==> config.mk <==
export PLATFORM = sky130hd
export DESIGN_NAME = nand_bus_timer
export DESIGN_NICKNAME = d
export VERILOG_FILES = /design/src/rtl/nbt_pkg.sv /design/src/rtl/nbt_phase_seq.sv /design/src/rtl/nbt_rb_watch.sv /design/src/rtl/nbt_pin_drive.sv /design/src/rtl/nand_bus_timer.sv
export SDC_FILE = /design/constraint.sdc
export NUM_CORES = 1
export LEC_CHECK = 0
export BUFFER_PORTS_ARGS = -buffer_cell sky130_fd_sc_hd__buf_2
export CAP_MARGIN = 30
export CORE_MARGIN = 2
export CORE_UTILIZATION = 25
export DETAILED_ROUTE_END_ITERATION = 8
export PLACE_DENSITY_LB_ADDON = 0.05
export SYNTH_ARGS = -nofsm -noshare
export SYNTH_HDL_FRONTEND = slang
export SYNTH_SLANG_ARGS = --single-unit
==> constraint.sdc <==
create_clock -name clk -period 2.1 [get_ports clk]
set_input_delay 0.105 -clock clk [delete_from_list [all_inputs] [get_ports clk]]
set_output_delay 0.105 -clock clk [all_outputs]
set_load 0.005 [all_outputs]
==> src/rtl/nbt_pkg.sv <==
package nbt_pkg;
  typedef enum logic [1:0] {
    KIND_CMD   = 2'd0,
    KIND_ADDR  = 2'd1,
    KIND_WRITE = 2'd2,
    KIND_READ  = 2'd3
  } nbt_kind_e;

  typedef enum logic [1:0] {
    PH_IDLE   = 2'd0,
    PH_SETUP  = 2'd1,
    PH_STROBE = 2'd2,
    PH_HOLD   = 2'd3
  } nbt_phase_e;
endpackage

==> src/rtl/nbt_phase_seq.sv <==
module nbt_phase_seq
  import nbt_pkg::*;
#(
  parameter int TW = 3
) (
  input  logic          clk,
  input  logic          rst_n,
  input  logic          start_i,
  input  logic [TW-1:0] setup_len_i,
  input  logic [TW-1:0] strobe_len_i,
  input  logic [TW-1:0] hold_len_i,
  output nbt_phase_e    phase_o,
  output logic          last_o,
  output logic          done_o
);
  nbt_phase_e    phase_q;
  logic [TW-1:0] cnt_q;
  logic [TW-1:0] strobe_q;
  logic [TW-1:0] hold_q;
  logic          done_q;

  assign phase_o = phase_q;
  assign last_o  = (cnt_q == '0);
  assign done_o  = done_q;

  always_ff @(posedge clk or negedge rst_n) begin
    if (!rst_n) begin
      phase_q  <= PH_IDLE;
      cnt_q    <= '0;
      strobe_q <= '0;
      hold_q   <= '0;
      done_q   <= 1'b0;
    end else begin
      done_q <= 1'b0;
      unique case (phase_q)
        PH_IDLE: begin
          if (start_i) begin
            strobe_q <= strobe_len_i;
            hold_q   <= hold_len_i;
            if (setup_len_i != '0) begin
              phase_q <= PH_SETUP;
              cnt_q   <= setup_len_i - 1'b1;
            end else begin
              phase_q <= PH_STROBE;
              cnt_q   <= strobe_len_i;
            end
          end
        end
        PH_SETUP: begin
          if (cnt_q == '0) begin
            phase_q <= PH_STROBE;
            cnt_q   <= strobe_q;
          end else begin
            cnt_q <= cnt_q - 1'b1;
          end
        end
        PH_STROBE: begin
          if (cnt_q == '0) begin
            phase_q <= PH_HOLD;
            cnt_q   <= hold_q;
          end else begin
            cnt_q <= cnt_q - 1'b1;
          end
        end
        PH_HOLD: begin
          if (cnt_q == '0) begin
            phase_q <= PH_IDLE;
            done_q  <= 1'b1;
          end else begin
            cnt_q <= cnt_q - 1'b1;
          end
        end
        default: phase_q <= PH_IDLE;
      endcase
    end
  end

  // the last strobe clock always leads into the hold phase
  a_r4_strobe_then_hold: assert property (@(posedge clk) disable iff (!rst_n)
    (phase_q == PH_STROBE && cnt_q == '0) |=> (phase_q == PH_HOLD));

  // the completion pulse lasts a single clock
  a_r5_done_single: assert property (@(posedge clk) disable iff (!rst_n)
    done_q |=> !done_q);

  // the completion pulse only ever follows a hold phase
  a_r5_done_after_hold: assert property (@(posedge clk) disable iff (!rst_n)
    $rose(done_q) |-> ($past(phase_q) == PH_HOLD));
endmodule

==> src/rtl/nbt_rb_watch.sv <==
module nbt_rb_watch #(
  parameter int SYNC_STAGES = 2
) (
  input  logic clk,
  input  logic rst_n,
  input  logic rb_i,
  input  logic fall_sel_i,
  input  logic clr_i,
  output logic flag_o
);
  logic [SYNC_STAGES-1:0] sync_q;
  logic                   prev_q;
  logic                   flag_q;
  logic                   rise_w;
  logic                   fall_w;
  logic                   hit_w;

  always_ff @(posedge clk or negedge rst_n) begin
    if (!rst_n) begin
      sync_q <= '1;
      prev_q <= 1'b1;
    end else begin
      sync_q <= {sync_q[SYNC_STAGES-2:0], rb_i};
      prev_q <= sync_q[SYNC_STAGES-1];
    end
  end

  assign rise_w = sync_q[SYNC_STAGES-1] & ~prev_q;
  assign fall_w = ~sync_q[SYNC_STAGES-1] & prev_q;
  assign hit_w  = fall_sel_i ? fall_w : rise_w;

  always_ff @(posedge clk or negedge rst_n) begin
    if (!rst_n)      flag_q <= 1'b0;
    else if (hit_w)  flag_q <= 1'b1;
    else if (clr_i)  flag_q <= 1'b0;
  end

  assign flag_o = flag_q;

  // the flag never drops without a clear request
  a_r11_flag_sticky: assert property (@(posedge clk) disable iff (!rst_n)
    (flag_q && !clr_i) |=> flag_q);

  // the flag only rises after the synchronized level has moved
  a_r10_rise_needs_edge: assert property (@(posedge clk) disable iff (!rst_n)
    $rose(flag_q) |-> ($past(sync_q[SYNC_STAGES-1]) != $past(prev_q)));
endmodule

==> src/rtl/nbt_pin_drive.sv <==
module nbt_pin_drive
  import nbt_pkg::*;
#(
  parameter int DW = 16
) (
  input  nbt_phase_e    phase_i,
  input  nbt_kind_e     kind_i,
  input  logic [DW-1:0] wdata_i,
  output logic          cle_o,
  output logic          ale_o,
  output logic          we_n_o,
  output logic          re_n_o,
  output logic [DW-1:0] dq_o,
  output logic          dq_oe_o
);
  logic active_w;
  logic strobe_w;
  logic is_read_w;

  assign active_w  = (phase_i != PH_IDLE);
  assign strobe_w  = (phase_i == PH_STROBE);
  assign is_read_w = (kind_i == KIND_READ);

  always_comb begin
    cle_o   = active_w && (kind_i == KIND_CMD);
    ale_o   = active_w && (kind_i == KIND_ADDR);
    we_n_o  = !(strobe_w && !is_read_w);
    re_n_o  = !(strobe_w && is_read_w);
    dq_oe_o = active_w && !is_read_w;
    dq_o    = dq_oe_o ? wdata_i : '0;
  end
endmodule

==> src/rtl/nand_bus_timer.sv <==
module nand_bus_timer
  import nbt_pkg::*;
#(
  parameter int DW = 16,
  parameter int TW = 3,
  parameter int CE_N = 2
) (
  input  logic            clk,
  input  logic            rst_n,
  input  logic            cfg_enable,
  input  logic [TW-1:0]   cfg_setup_len,
  input  logic [TW-1:0]   cfg_strobe_len,
  input  logic [TW-1:0]   cfg_hold_len,
  input  logic            cfg_wide,
  input  logic [CE_N-1:0] cfg_ce_n,
  input  logic            cfg_rb_fall,
  input  logic            cfg_rb_irq_en,
  input  logic            cfg_bad_irq_en,
  input  logic            req_valid,
  output logic            req_ready,
  input  logic [1:0]      req_kind,
  input  logic [DW-1:0]   req_data,
  output logic            rsp_valid,
  output logic [DW-1:0]   rsp_data,
  input  logic            rb_clr,
  input  logic            bad_clr,
  output logic            rb_flag,
  output logic            bad_flag,
  output logic            irq,
  output logic            nand_cle,
  output logic            nand_ale,
  output logic            nand_we_n,
  output logic            nand_re_n,
  output logic [CE_N-1:0] nand_ce_n,
  output logic [DW-1:0]   nand_dq_out,
  output logic            nand_dq_oe,
  input  logic [DW-1:0]   nand_dq_in,
  input  logic            nand_rb
);
  localparam int NW = DW / 2;

  nbt_phase_e    phase_w;
  logic          last_w;
  logic          done_w;
  logic          start_w;
  logic          take_w;
  nbt_kind_e     kind_q;
  logic [DW-1:0] wdata_q;
  logic          wide_q;
  logic [DW-1:0] rdata_q;
  logic          bad_q;

  assign req_ready = (phase_w == PH_IDLE);
  assign take_w    = req_valid && req_ready;
  assign start_w   = take_w && cfg_enable;

  always_ff @(posedge clk or negedge rst_n) begin
    if (!rst_n) begin
      kind_q  <= KIND_CMD;
      wdata_q <= '0;
      wide_q  <= 1'b0;
    end else if (start_w) begin
      kind_q  <= nbt_kind_e'(req_kind);
      wide_q  <= cfg_wide;
      wdata_q <= cfg_wide ? req_data : {{(DW-NW){1'b0}}, req_data[NW-1:0]};
    end
  end

  always_ff @(posedge clk or negedge rst_n) begin
    if (!rst_n) begin
      rdata_q <= '0;
    end else if (phase_w == PH_STROBE && last_w && kind_q == KIND_READ) begin
      rdata_q <= wide_q ? nand_dq_in : {{(DW-NW){1'b0}}, nand_dq_in[NW-1:0]};
    end
  end

  always_ff @(posedge clk or negedge rst_n) begin
    if (!rst_n)                       bad_q <= 1'b0;
    else if (take_w && !cfg_enable)   bad_q <= 1'b1;
    else if (bad_clr)                 bad_q <= 1'b0;
  end

  nbt_phase_seq #(.TW(TW)) seq_i (
    .clk          (clk),
    .rst_n        (rst_n),
    .start_i      (start_w),
    .setup_len_i  (cfg_setup_len),
    .strobe_len_i (cfg_strobe_len),
    .hold_len_i   (cfg_hold_len),
    .phase_o      (phase_w),
    .last_o       (last_w),
    .done_o       (done_w)
  );

  nbt_pin_drive #(.DW(DW)) pins_i (
    .phase_i (phase_w),
    .kind_i  (kind_q),
    .wdata_i (wdata_q),
    .cle_o   (nand_cle),
    .ale_o   (nand_ale),
    .we_n_o  (nand_we_n),
    .re_n_o  (nand_re_n),
    .dq_o    (nand_dq_out),
    .dq_oe_o (nand_dq_oe)
  );

  nbt_rb_watch #(.SYNC_STAGES(2)) rb_i (
    .clk        (clk),
    .rst_n      (rst_n),
    .rb_i       (nand_rb),
    .fall_sel_i (cfg_rb_fall),
    .clr_i      (rb_clr),
    .flag_o     (rb_flag)
  );

  assign nand_ce_n = cfg_ce_n;
  assign rsp_valid = done_w;
  assign rsp_data  = rdata_q;
  assign bad_flag  = bad_q;
  assign irq       = (rb_flag & cfg_rb_irq_en) | (bad_q & cfg_bad_irq_en);

  // write and read strobes never low together
  a_r3_strobes_exclusive: assert property (@(posedge clk) disable iff (!rst_n)
    !(!nand_we_n && !nand_re_n));

  // no drive on the data bus while the read strobe is low
  a_r6_no_drive_on_read: assert property (@(posedge clk) disable iff (!rst_n)
    !nand_re_n |-> !nand_dq_oe);

  // a switched-off block stays idle
  a_r9_off_stays_idle: assert property (@(posedge clk) disable iff (!rst_n)
    (!cfg_enable && req_ready) |=> req_ready);

  // response arrives while ready is back high
  a_r5_rsp_when_idle: assert property (@(posedge clk) disable iff (!rst_n)
    rsp_valid |-> req_ready);

  // latch enables are exclusive
  a_r4_latch_exclusive: assert property (@(posedge clk) disable iff (!rst_n)
    !(nand_cle && nand_ale));
endmodule

==> results.ini, run 1 <==
[timing]
timing.final.crit_period_ps=1950
slew_headroom_pct=73.8
finClkSkew_ps=10.8
worst_pin_slew_ps=392
fmax_mhz=512
slew_violations=0
fin_crit_sh_pct=92.9
final-setup-viol-count=0
final_hold_viol_count=0
whs_ps=21.1
setup_tns_ps=0
rsz0062_at_grt=false

[global_routing]
grt_pass1_wl_um=10100
overflow=0
track_usage_pct=11.5
grt_max_degree=36
antenna_found_initial=0
grt_pass1_vias=1994

[clocking]
clockRootBuffer=clkbuf_8
clock_sinks=52
cts_resized=0
post_cts_buffers=0
clock_path_buffers=2
htreeDepth=2
cts_tree=yes
cts_buffers=5
clk_latency_ps=310
path_clk_slew_ps=100

[logic_synthesis]
yosysMostFrequentCell=dfrtp_1
ys_seq_elements=52
synthTopCellsByCount=dfrtp_1 (49), nand2_1 (39), mux2_2 (22)
synth_top_area_share_pct=49.2
synth_warnings=0
synth_top_flop_cell=dfrtp_1
synth_largest_area_cell=dfrtp_1
async_flop_share_pct=100
yosysSeqAreaShare_pct=52.4
synth_cell_types=37
netlist_area_sq_mm=0.00249
synthTopCellsByArea=dfrtp_1 (49%), mux2_2 (9.9%), nand2_1 (5.9%)
synth_cells=231
synth_edf_count=0
synth_nets=295
postSynthAreaPerCell_sq_um=10.8

[floorplan]
core_area_sq_mm=0.00973
start_util_pct=25.6
die-height_um=104
die-area_sq_mm=0.0108
die_w_um=104
rows=36
ios=100

[layout]
drive_above_1_share_pct=42.6
fillers=1087
syn2layout_area_growth_pct=31.8
seqCellArea_sq_mm=0.00131
diodes=0
fin_area_sq_mm=0.00328
final_nets=396
multi_input_area_sq_mm=0.00107

[critical_path]
worstPathMaxFanout=17
critPathArrivalTime_ps=1850
crit_path_end_kind=output port
setup.worst_path.class=flop to output port
r2r_slack_ps=310
rr_startpoint=seq_i.phase_o[0]$_DFFE_PN0P_
critical_path_required_ps=2000
critPathLaunchType=flop
r2r-end=rsp_data[7]$_DFFE_PN0P_
worst_r2r_path_depth=6

[worst_hold_path]
whs_endpoint=wdata_q[1]$_DFFE_PN0P_
hold_class=input port to flop
min_from=req_data[1]
min_path_cells=2

[power]
leakagePower_uw=0.00165
pwr-share-clk_pct=16.7
seqPwrFrac_pct=39.7
power_density_mw_per_mm2=1320
switching_share_pct=34.5
p_comb_share_pct=43.6
power.switching_uw=1500
p_int_uw=2850
peakVddDrop_mv=0.393

[routing]
dr.pass1.iters=4
vias=1918
routed_wl_um=6020
ant_nets=0
viasPerCell=4.12
drc=0
drtIter0Drc=79
wl_per_cell_um=12.9

[status]
status=complete, no violations

[job]
drv_cap=0

[placed_design]
port_buffers=95
post-dp-hpwl_um=4490
place_area_sq_mm=0.00312
place_congestion=0.750

-- how the worst max path moves through the flow --
stage | cells after the start | startpoint | slack (ps) | to
6_report | 7 | seq_i.phase_o[1]$_DFFE_PN0P_ | 150 | nand_dq_out[8]
5_1_grt | 7 | seq_i.phase_o[1]$_DFFE_PN0P_ | 5 | nand_dq_out[15]
4_1_cts | 7 | seq_i.phase_o[1]$_DFFE_PN0P_ | 110 | nand_dq_out[10]
3_5_place_dp | 6 | seq_i.phase_o[0]$_DFFE_PN0P_ | 310 | rsp_data[1]$_DFFE_PN0P_
3_3_place_gp | 6 | seq_i.phase_o[0]$_DFFE_PN0P_ | 330 | rsp_data[7]$_DFFE_PN0P_
2_1_floorplan | 8 | seq_i.phase_o[0]$_DFFE_PN0P_ | 420 | rsp_data[0]$_DFFE_PN0P_
-- critical path, cell delays in order, from the launching register on --
cell and delay (ps):
dfrtp_1 410, inv_1 130, ha_1 270, buf_4 190
a21oi_1 50, buf_4 190, and2_1 180, buf_2 120
-- flip-flops by register name, summed over array words and instances (netlist names) --
signal	count
wdata_q	16
rsp_data	16
seq_i.hold_q	3
kind_q	2
seq_i.cnt_q	3
seq_i.phase_o	2
seq_i.done_o	1
rb_i.flag_o	1
wide_q	1
rb_i.sync_q	2
rb_i.prev_q	1
bad_flag	1
seq_i.strobe_q	3
-- routing by layer --
metal  track usage, %  wire [um]  vias to the layer above
met2             16.6       2500                       64
met5                0          0                        -
li1                 -          -                      973
met4             3.47         61                        0
met3             4.66        526                        5
met1             15.8       2940                      876
-- kinds of logic after synthesis --
logic type | after synthesis | synth area share (%)
buf+inv | 23 | 4.82
fa+ha+maj | 8 | 4.02
simple gates | 75 | 14.6
compound gates | 44 | 10.6
flops | 52 | 52.4
mux | 29 | 13.6
-- layout make-up --
cell class	count	area share, %
clock buffer	6	2.51
multi-input combinational	156	32.5
timing repair buffer	107	17.9
clock inverter	2	1.18
tap	133	5.07
sequential	52	39.7
inverter	10	1.14
-- power groups by stage --
stage	clock network, uW	registers [uW]	logic [uW]
after floorplan	0	1670	1230
after global placement	0	1750	1930
after detailed placement	0	1750	1930
after CTS	773	1730	1940
after global routing	806	1790	2160
final	725	1730	1900
-- placed cells by master, fill, tap and decap left out, types with 2 or more instances in the layout --
cell / n
buf_2: 95
dfrtp_1: 49
nand2_1: 39
mux2_2: 22
o21ai_0: 21
and2_1: 17
inv_1: 10
ha_1: 8
buf_4: 7
a21oi_1: 6
nor2_1: 6
clkbuf_8: 6
mux2_4: 4
dlygate4sd3_1: 4
nor3_1: 3
a22oi_1: 3
mux2i_1: 3
dfstp_2: 3
nor2b_1: 2
nand2b_1: 2
a21o_1: 2
a31oi_1: 2
o22a_1: 2
o22ai_1: 2
o31ai_1: 2
-- timing repair --
action,CTS,global route
hold endpoints to repair,15,0
endpoints found under the setup margin,0,0
hold buffers,4,0
-- stage by stage --
| step | worst slack (ps) | power (uW) | instances | util (%) |
|---|---|---|---|---|
| after floorplan | 419 | 2900 | 231 | - |
| after global routing | 4.57 | 4760 | 466 | 33.8 |
| after global placement | 335 | 3680 | 454 | 32.1 |
| after detailed placement | 310 | 3680 | 454 | 32.1 |
| after CTS | 109 | 4450 | 466 | 33.8 |
| final | 148 | 4350 | 466 | 33.8 |
Power figures use the tool's default switching activity.
==> run 2, diff against run 1 <==
HOLD_SLACK_MARGIN = 0.08   (was default)
==> run 2 against run 1 <==
Highest routed layer unchanged. Final cell count up 8.8%. Non-clock buffer count up 41. Clock power about the same. Largest cell class unchanged. Fmax down 0.24%. Critical path type unchanged. Worst hold slack better by 97 ps. Critical path depth unchanged. Utilization up 4.2 points. Worst setup slack worse by 4.6 ps. First-iteration DRC count up 22%.
==> results.ini, run 2 (synthesis gave the netlist of run 1 again) <==
[layout]
mostFrequentLayoutCells=buf_2 (95), dfrtp_1 (49), dlygate4sd3_1 (45)  ; was buf_2 (95), dfrtp_1 (49), nand2_1 (39)
diodes=0  ; unchanged
fin_area_sq_mm=0.00369  ; was 0.00328 sq mm
final_nets=437  ; was 396
drive_above_1_share_pct=38.0  ; was 42.6%
syn2layout_area_growth_pct=48.3  ; was 31.8%
final_common_cell=buf_2  ; unchanged

[power]
pwr-share-clk_pct=16.4  ; was 16.7%
power.switching_uw=1510  ; was 1500 uW
p_comb_share_pct=44.4  ; was 43.6%
peakVddDrop_mv=0.403  ; was 0.393 mV
seqPwrFrac_pct=39.2  ; was 39.7%
leakagePower_uw=0.00182  ; was 0.00165 uW
switching_share_pct=34.3  ; was 34.5%
p_int_uw=2900  ; was 2850 uW
power_density_mw_per_mm2=1190  ; was 1320 mW/mm^2
totalPowerFinal_uw=4410  ; was 4350 uW

[routing]
dr.pass1.iters=4  ; unchanged
drtIter0Drc=96  ; was 79
wl_per_cell_um=12.4  ; was 12.9 um
viasPerCell=4.08  ; was 4.12
vias=2070  ; was 1918
ant_nets=0  ; unchanged
drc=0  ; unchanged
routed_wl_um=6270  ; was 6020 um

[timing]
rsz0062_at_grt=false  ; unchanged
worst_pin_slew_ps=392  ; unchanged
timing.final.crit_period_ps=1960  ; was 1950 ps
slew_headroom_pct=73.8  ; unchanged
slew_violations=0  ; unchanged
final_hold_viol_count=0  ; unchanged
setup_tns_ps=0  ; unchanged
final-setup-viol-count=0  ; unchanged
fmax_mhz=511  ; was 512 MHz
fin_crit_sh_pct=93.2  ; was 92.9%
finClkSkew_ps=10.8  ; about the same

[floorplan]
die-height_um=104  ; unchanged
die_w_um=104  ; unchanged
die-area_sq_mm=0.0108  ; unchanged
core_area_sq_mm=0.00973  ; unchanged
rows=36  ; unchanged
ios=100  ; unchanged
start_util_pct=25.6  ; unchanged

[critical_path]
path_cells=inv_1 -> ha_1 -> buf_4 -> a21oi_1 -> buf_4 -> and2_1 -> buf_2  ; unchanged
slowest_delay_ps=410  ; about the same
critPathLaunchType=flop  ; unchanged
r2r_slack_ps=310  ; about the same
slowest_stage=dfrtp_1  ; unchanged
critPathArrivalTime_ps=1850  ; about the same
setup.worst_path.class=flop to output port  ; unchanged
critical_path_required_ps=2000  ; about the same
crit_path_end_kind=output port  ; unchanged
cp_common_cell=buf_4  ; unchanged
worstPathMaxFanout=17  ; unchanged

[global_routing]
grt_pass1_wl_um=10600  ; was 10100 um
grt_pass1_vias=2151  ; was 1994
antenna_found_initial=0  ; unchanged
track_usage_pct=12.0  ; was 11.5%
overflow=0  ; unchanged
grt_max_degree=36  ; unchanged

[clocking]
clockRootBuffer=clkbuf_8  ; unchanged
cts_resized=0  ; unchanged
clk_latency_ps=310  ; about the same
cts_tree=yes  ; unchanged
path_clk_slew_ps=90  ; was 100 ps
clock_path_buffers=2  ; unchanged
cts_buffers=5  ; unchanged
clock_sinks=52  ; unchanged
htreeDepth=2  ; unchanged

[job]
drv_cap=0  ; unchanged

[placed_design]
place_area_sq_mm=0.00312  ; unchanged
place_congestion=0.750  ; unchanged
port_buffers=95  ; unchanged
post-dp-hpwl_um=4490  ; unchanged

[worst_hold_path]
hold_class=input port to flop  ; unchanged

[status]
status=complete, no violations  ; unchanged

==> run 2: metrics by stage <==
step                hold slack [ps]  setup slack (ps)  utilization, %  instances
finish                          119               144            38.0        507
global placement               42.0               335            32.1        454
floorplan                      -191               419               -        231
CTS                             100               109            38.0        507
global route                    111              4.98            38.0        507
detailed placement             50.1               310            32.1        454
==> run 2: routing by layer <==
| metal | track usage (%) | wire (um) |
|---|---|---|
| met1 | 16.1 | 3030 |
| met2 | 18.2 | 2690 |
| met3 | 4.28 | 489 |
| met4 | 3.47 | 61 |
| met5 | 0 | 0 |
==> run 2: repair_timing <==
action,4_1_cts,5_1_grt
setup buffers,0,0
hold buffers,45,0
hold endpoints to repair,56,0
==> run 2: layout make-up <==
cell class	count	area, sq um
fillers	1051	6030
multi-input cells	156	1070
clock buffers	6	82.6
clock inverters	2	38.8
repair buffers	148	998
well taps	133	166
inverters	10	37.5
flip-flops and latches	52	1310
==> run 2: power groups by stage <==
stage          clock network, uW  registers (uW)  logic, uW
4_1_cts                      773            1730       2000
3_5_place_dp                   0            1750       1930
3_3_place_gp                   0            1750       1930
2_1_floorplan                  0            1670       1230
5_1_grt                      805            1790       2230
6_report                     723            1730       1960
==> run 2: worst paths after layout <==
check                                        startpoint                        to  cells past startpoint
setup / recovery           seq_i.phase_o[1]$_DFFE_PN0P_            nand_dq_out[8]                      7
hold / removal                              cfg_rb_fall   rb_i.flag_o$_DFFE_PN0P_                      4
setup reg to reg           seq_i.phase_o[0]$_DFFE_PN0P_   rsp_data[7]$_DFFE_PN0P_                      6
hold reg to reg                rb_i.sync_q[0]$_DFF_PN1_  rb_i.sync_q[1]$_DFF_PN1_                      0
max in group asynchronous                         rst_n  rb_i.sync_q[0]$_DFF_PN1_                      3
min in group asynchronous                         rst_n    wdata_q[2]$_DFFE_PN0P_                      2
==> run 2: critical path, delay by kind of cell (launching register included) <==
| kind | cells | cell delay, ps |
|---|---|---|
| DFF | 1 | 410 |
| buffers and inverters | 4 | 630 |
| and+or+nand+nor | 1 | 180 |
| adders and majority gates | 1 | 270 |
| AOI/OAI and AO/OA | 1 | 50 |
==> run 3, diff against run 2 <==
ABC_AREA = 1   (was default)
BUFFER_PORTS_ARGS = -buffer_cell sky130_fd_sc_hd__clkbuf_2   (was -buffer_cell sky130_fd_sc_hd__buf_2)
CORE_UTILIZATION = 49   (was 25)
==> run 3 against run 2 <==
Critical endpoint is now nand_dq_out[12]. Critical path type unchanged. Critical path depth down 1. Utilization up 33 points. Sequential share of layout area up 0.91 points. Register-to-register slack worse by 50 ps. Flip-flop and latch count unchanged. Cell area down 2.5%. Largest power group unchanged.
==> results.ini, run 3 <==
[status]
status=complete, no violations  ; unchanged

[global_routing]
grt_pass1_wl_um=11100  ; was 10600 um
overflow=0  ; unchanged
antenna_found_initial=0  ; unchanged
grt_pass1_vias=2417  ; was 2151
grt_max_degree=53  ; was 36
track_usage_pct=23.5  ; was 12.0%

[floorplan]
rows=26  ; was 36
ios=100  ; unchanged
die_w_um=76.3  ; was 104 um
start_util_pct=50.5  ; was 25.6%
die-area_sq_mm=0.00582  ; was 0.0108 sq mm
core_area_sq_mm=0.00507  ; was 0.00973 sq mm
die-height_um=76.3  ; was 104 um

[clocking]
path_clk_slew_ps=90  ; about the same
clockRootBuffer=clkbuf_8  ; unchanged
cts_buffers=5  ; unchanged
clock_sinks=52  ; unchanged
cts_tree=yes  ; unchanged
post_cts_buffers=0  ; unchanged
clock_path_buffers=2  ; unchanged
htreeDepth=2  ; unchanged
clk_latency_ps=300  ; was 310 ps

[logic_synthesis]
postSynthAreaPerCell_sq_um=8.21  ; was 10.8 sq um
synthTopCellsByArea=dfrtp_1 (48%), nand2_1 (13%), o21ai_0 (7.8%)  ; was dfrtp_1 (49%), mux2_2 (9.9%), nand2_1 (5.9%)
synth_mux_area_share_pct=0  ; was 13.6%
yosys.area_share.simple_pct=24.1  ; was 14.6%
yosysMostFrequentCell=nand2_1  ; was dfrtp_1
synthAdderAreaFrac_pct=3.91  ; was 4.02%
yosysSeqAreaShare_pct=51.0  ; was 52.4%
synth_xor_area_share_pct=0  ; unchanged
synth_top_flop_cell=dfrtp_1  ; unchanged
synth_cell_types=28  ; was 37
synth_largest_area_cell=dfrtp_1  ; unchanged
synth_cells=312  ; was 231
async_flop_share_pct=100  ; unchanged
synth_edf_count=0  ; unchanged
synth_warnings=0  ; unchanged
synth_nets=376  ; was 295
synth_top_family_by_area=simple AND/OR/NAND/NOR gates  ; unchanged
synthTopCellsByCount=nand2_1 (89), dfrtp_1 (49), inv_1 (40), o21ai_0 (40), nand3_1 (23)  ; was dfrtp_1 (49), nand2_1 (39), mux2_2 (22)
netlist_area_sq_mm=0.00256  ; was 0.00249 sq mm
ys_seq_elements=52  ; unchanged
synth_top_area_share_pct=47.9  ; was 49.2%
synth-compound-area-share_pct=10.8  ; was 10.6%

[routing]
ant_nets=0  ; unchanged
drc=0  ; unchanged
viasPerCell=4.79  ; was 4.08
routed_wl_um=6400  ; was 6270 um
wl_per_cell_um=12.4  ; about the same
dr.pass1.iters=4  ; unchanged
drtIter0Drc=76  ; was 96
vias=2479  ; was 2070

[timing]
timing.final.crit_period_ps=1930  ; was 1960 ps
worst_pin_slew_ps=658  ; was 392 ps
final-setup-viol-count=0  ; unchanged
fmax_mhz=517  ; was 511 MHz
finClkSkew_ps=8.72  ; was 10.8 ps
slew_headroom_pct=56.1  ; was 73.8%
final_hold_viol_count=0  ; unchanged
setup_tns_ps=0  ; unchanged
rsz0062_at_grt=false  ; unchanged
fin_crit_sh_pct=92.1  ; was 93.2%
whs_ps=96.0  ; was 119 ps
slew_violations=0  ; unchanged

[placed_design]
post-dp-hpwl_um=4100  ; was 4490 um
dp_cells=465  ; was 454
port_buffers=95  ; unchanged
place_area_sq_mm=0.00304  ; was 0.00312 sq mm
place_congestion=0.841  ; was 0.750

[critical_path]
path_buf_inv=3  ; was 4
critPathTopFamily=buffers and inverters  ; unchanged
slowest_stage=dfrtp_1  ; unchanged
worst_r2r_path_depth=6  ; unchanged
slowest_delay_ps=410  ; about the same
crit_path_end_kind=output port  ; unchanged
r2r-end=wdata_q[12]$_DFFE_PN0P_  ; was rsp_data[7]$_DFFE_PN0P_
rr_startpoint=seq_i.phase_o[1]$_DFFE_PN0P_  ; was seq_i.phase_o[0]$_DFFE_PN0P_
path_cells=inv_1 -> ha_1 -> nor2_2 -> inv_2 -> nor2_1 -> clkbuf_2  ; was inv_1 -> ha_1 -> buf_4 -> a21oi_1 -> buf_4 -> and2_1 -> buf_2
r2r_slack_ps=260  ; was 310 ps
critPathLaunchType=flop  ; unchanged
critical_path_required_ps=2000  ; about the same
setup.worst_path.class=flop to output port  ; unchanged
worstPathMaxFanout=16  ; was 17
critPathArrivalTime_ps=1830  ; was 1850 ps

[layout]
fillers=412  ; was 1051
syn2layout_area_growth_pct=40.6  ; was 48.3%
fin_area_sq_mm=0.00360  ; was 0.00369 sq mm
fin_cells=518  ; was 507
mostFrequentLayoutCells=clkbuf_2 (95), nand2_1 (89), dfrtp_1 (49)  ; was buf_2 (95), dfrtp_1 (49), dlygate4sd3_1 (45)
final_nets=511  ; was 437
final_common_cell=clkbuf_2  ; was buf_2
diodes=0  ; unchanged
drive_above_1_share_pct=26.6  ; was 38.0%

[worst_hold_path]
hold_class=input port to flop  ; unchanged
min_path_cells=3  ; was 4
whs_endpoint=wdata_q[12]$_DFFE_PN0P_  ; was rb_i.flag_o$_DFFE_PN0P_
min_from=req_data[12]  ; was cfg_rb_fall

[power]
peakVddDrop_mv=0.758  ; was 0.403 mV
leakagePower_uw=0.00186  ; was 0.00182 uW
totalPowerFinal_uw=4320  ; was 4410 uW
power_density_mw_per_mm2=1200  ; was 1190 mW/mm^2

[job]
drv_cap=0  ; unchanged

## run 3: changes by cell type after synthesis, moves of 4 or more
cell,change
and2_1,-17
mux2_4,-4
nor2_1,+16
o21ai_0,+19
mux2_2,-22
inv_1,+30
nand3_1,+22
nand2_1,+50
## run 3: power by group
part | switching (uW) | total [uW] | leakage, uW | internal [uW]
Combinational | 1180 | 1980 | 0.00120 | 803
Clock | 329 | 682 | 0.0000541 | 353
Sequential | 219 | 1650 | 0.000606 | 1430
## run 3: cell type report
cell class / count / area, sq um / area share, %
clock buffers: 5 / 68.8 / 1.91
clock inverters: 3 / 42.5 / 1.18
inverters: 44 / 169 / 4.69
multi-input cells: 203 / 996 / 27.6
flip-flops and latches: 52 / 1310 / 36.2
well taps: 70 / 87.6 / 2.43
repair buffers: 141 / 933 / 25.9
## run 3: metrics by stage
stage | utilization [%] | setup WS (ps)
6_report | 71.0 | 166
5_1_grt | 71.0 | 14.9
4_1_cts | 70.9 | 148
3_5_place_dp | 59.8 | 195
3_3_place_gp | 59.8 | 338
2_1_floorplan | - | 655
## run 3: cell families after synthesis
kind of cell	Yosys count
AO/OA/AOI/OAI	53
adder cells (fa/ha/maj)	8
flip-flops	52
buffers and inverters	57
AND/OR/NAND/NOR	142
## run 3: routing by layer
metal	share of wire (%)	GRT usage, %	vias to the layer above	wire length [um]
met4	1.9	7.09	0	122
met3	5.2	4.62	12	335
met1	44	31.1	1135	2800
met5	0	0	-	0
met2	49	39.3	88	3140
li1	-	-	1244	-
## run 3: worst max path at each step
stage,slack (ps),endpoint,from,cells after the start
floorplan,650,nand_dq_out[10],seq_i.phase_o[0]$_DFFE_PN0P_,7
global placement,340,wdata_q[14]$_DFFE_PN0P_,seq_i.phase_o[0]$_DFFE_PN0P_,6
detailed placement,190,wdata_q[12]$_DFFE_PN0P_,seq_i.phase_o[1]$_DFFE_PN0P_,6
CTS,150,nand_dq_out[13],seq_i.phase_o[0]$_DFFE_PN0P_,6
global route,10,wdata_q[7]$_DFFE_PN0P_,seq_i.phase_o[0]$_DFFE_PN0P_,5
finish,170,nand_dq_out[12],seq_i.phase_o[1]$_DFFE_PN0P_,6
## run 3: worst min-delay path, delay by kind of cell
| family | cells | cell delay (ps) |
|---|---|---|
| buf+inv | 1 | 90 |
| simple gates | 1 | 70 |
| compound gates | 1 | 90 |
## run 3: what timing repair did
action,4_1_cts,5_1_grt
hold buffers,45,0
endpoints found under the setup margin,2,9
hold endpoints to repair,91,0
gates resized for setup,1,2
cloned,0,0
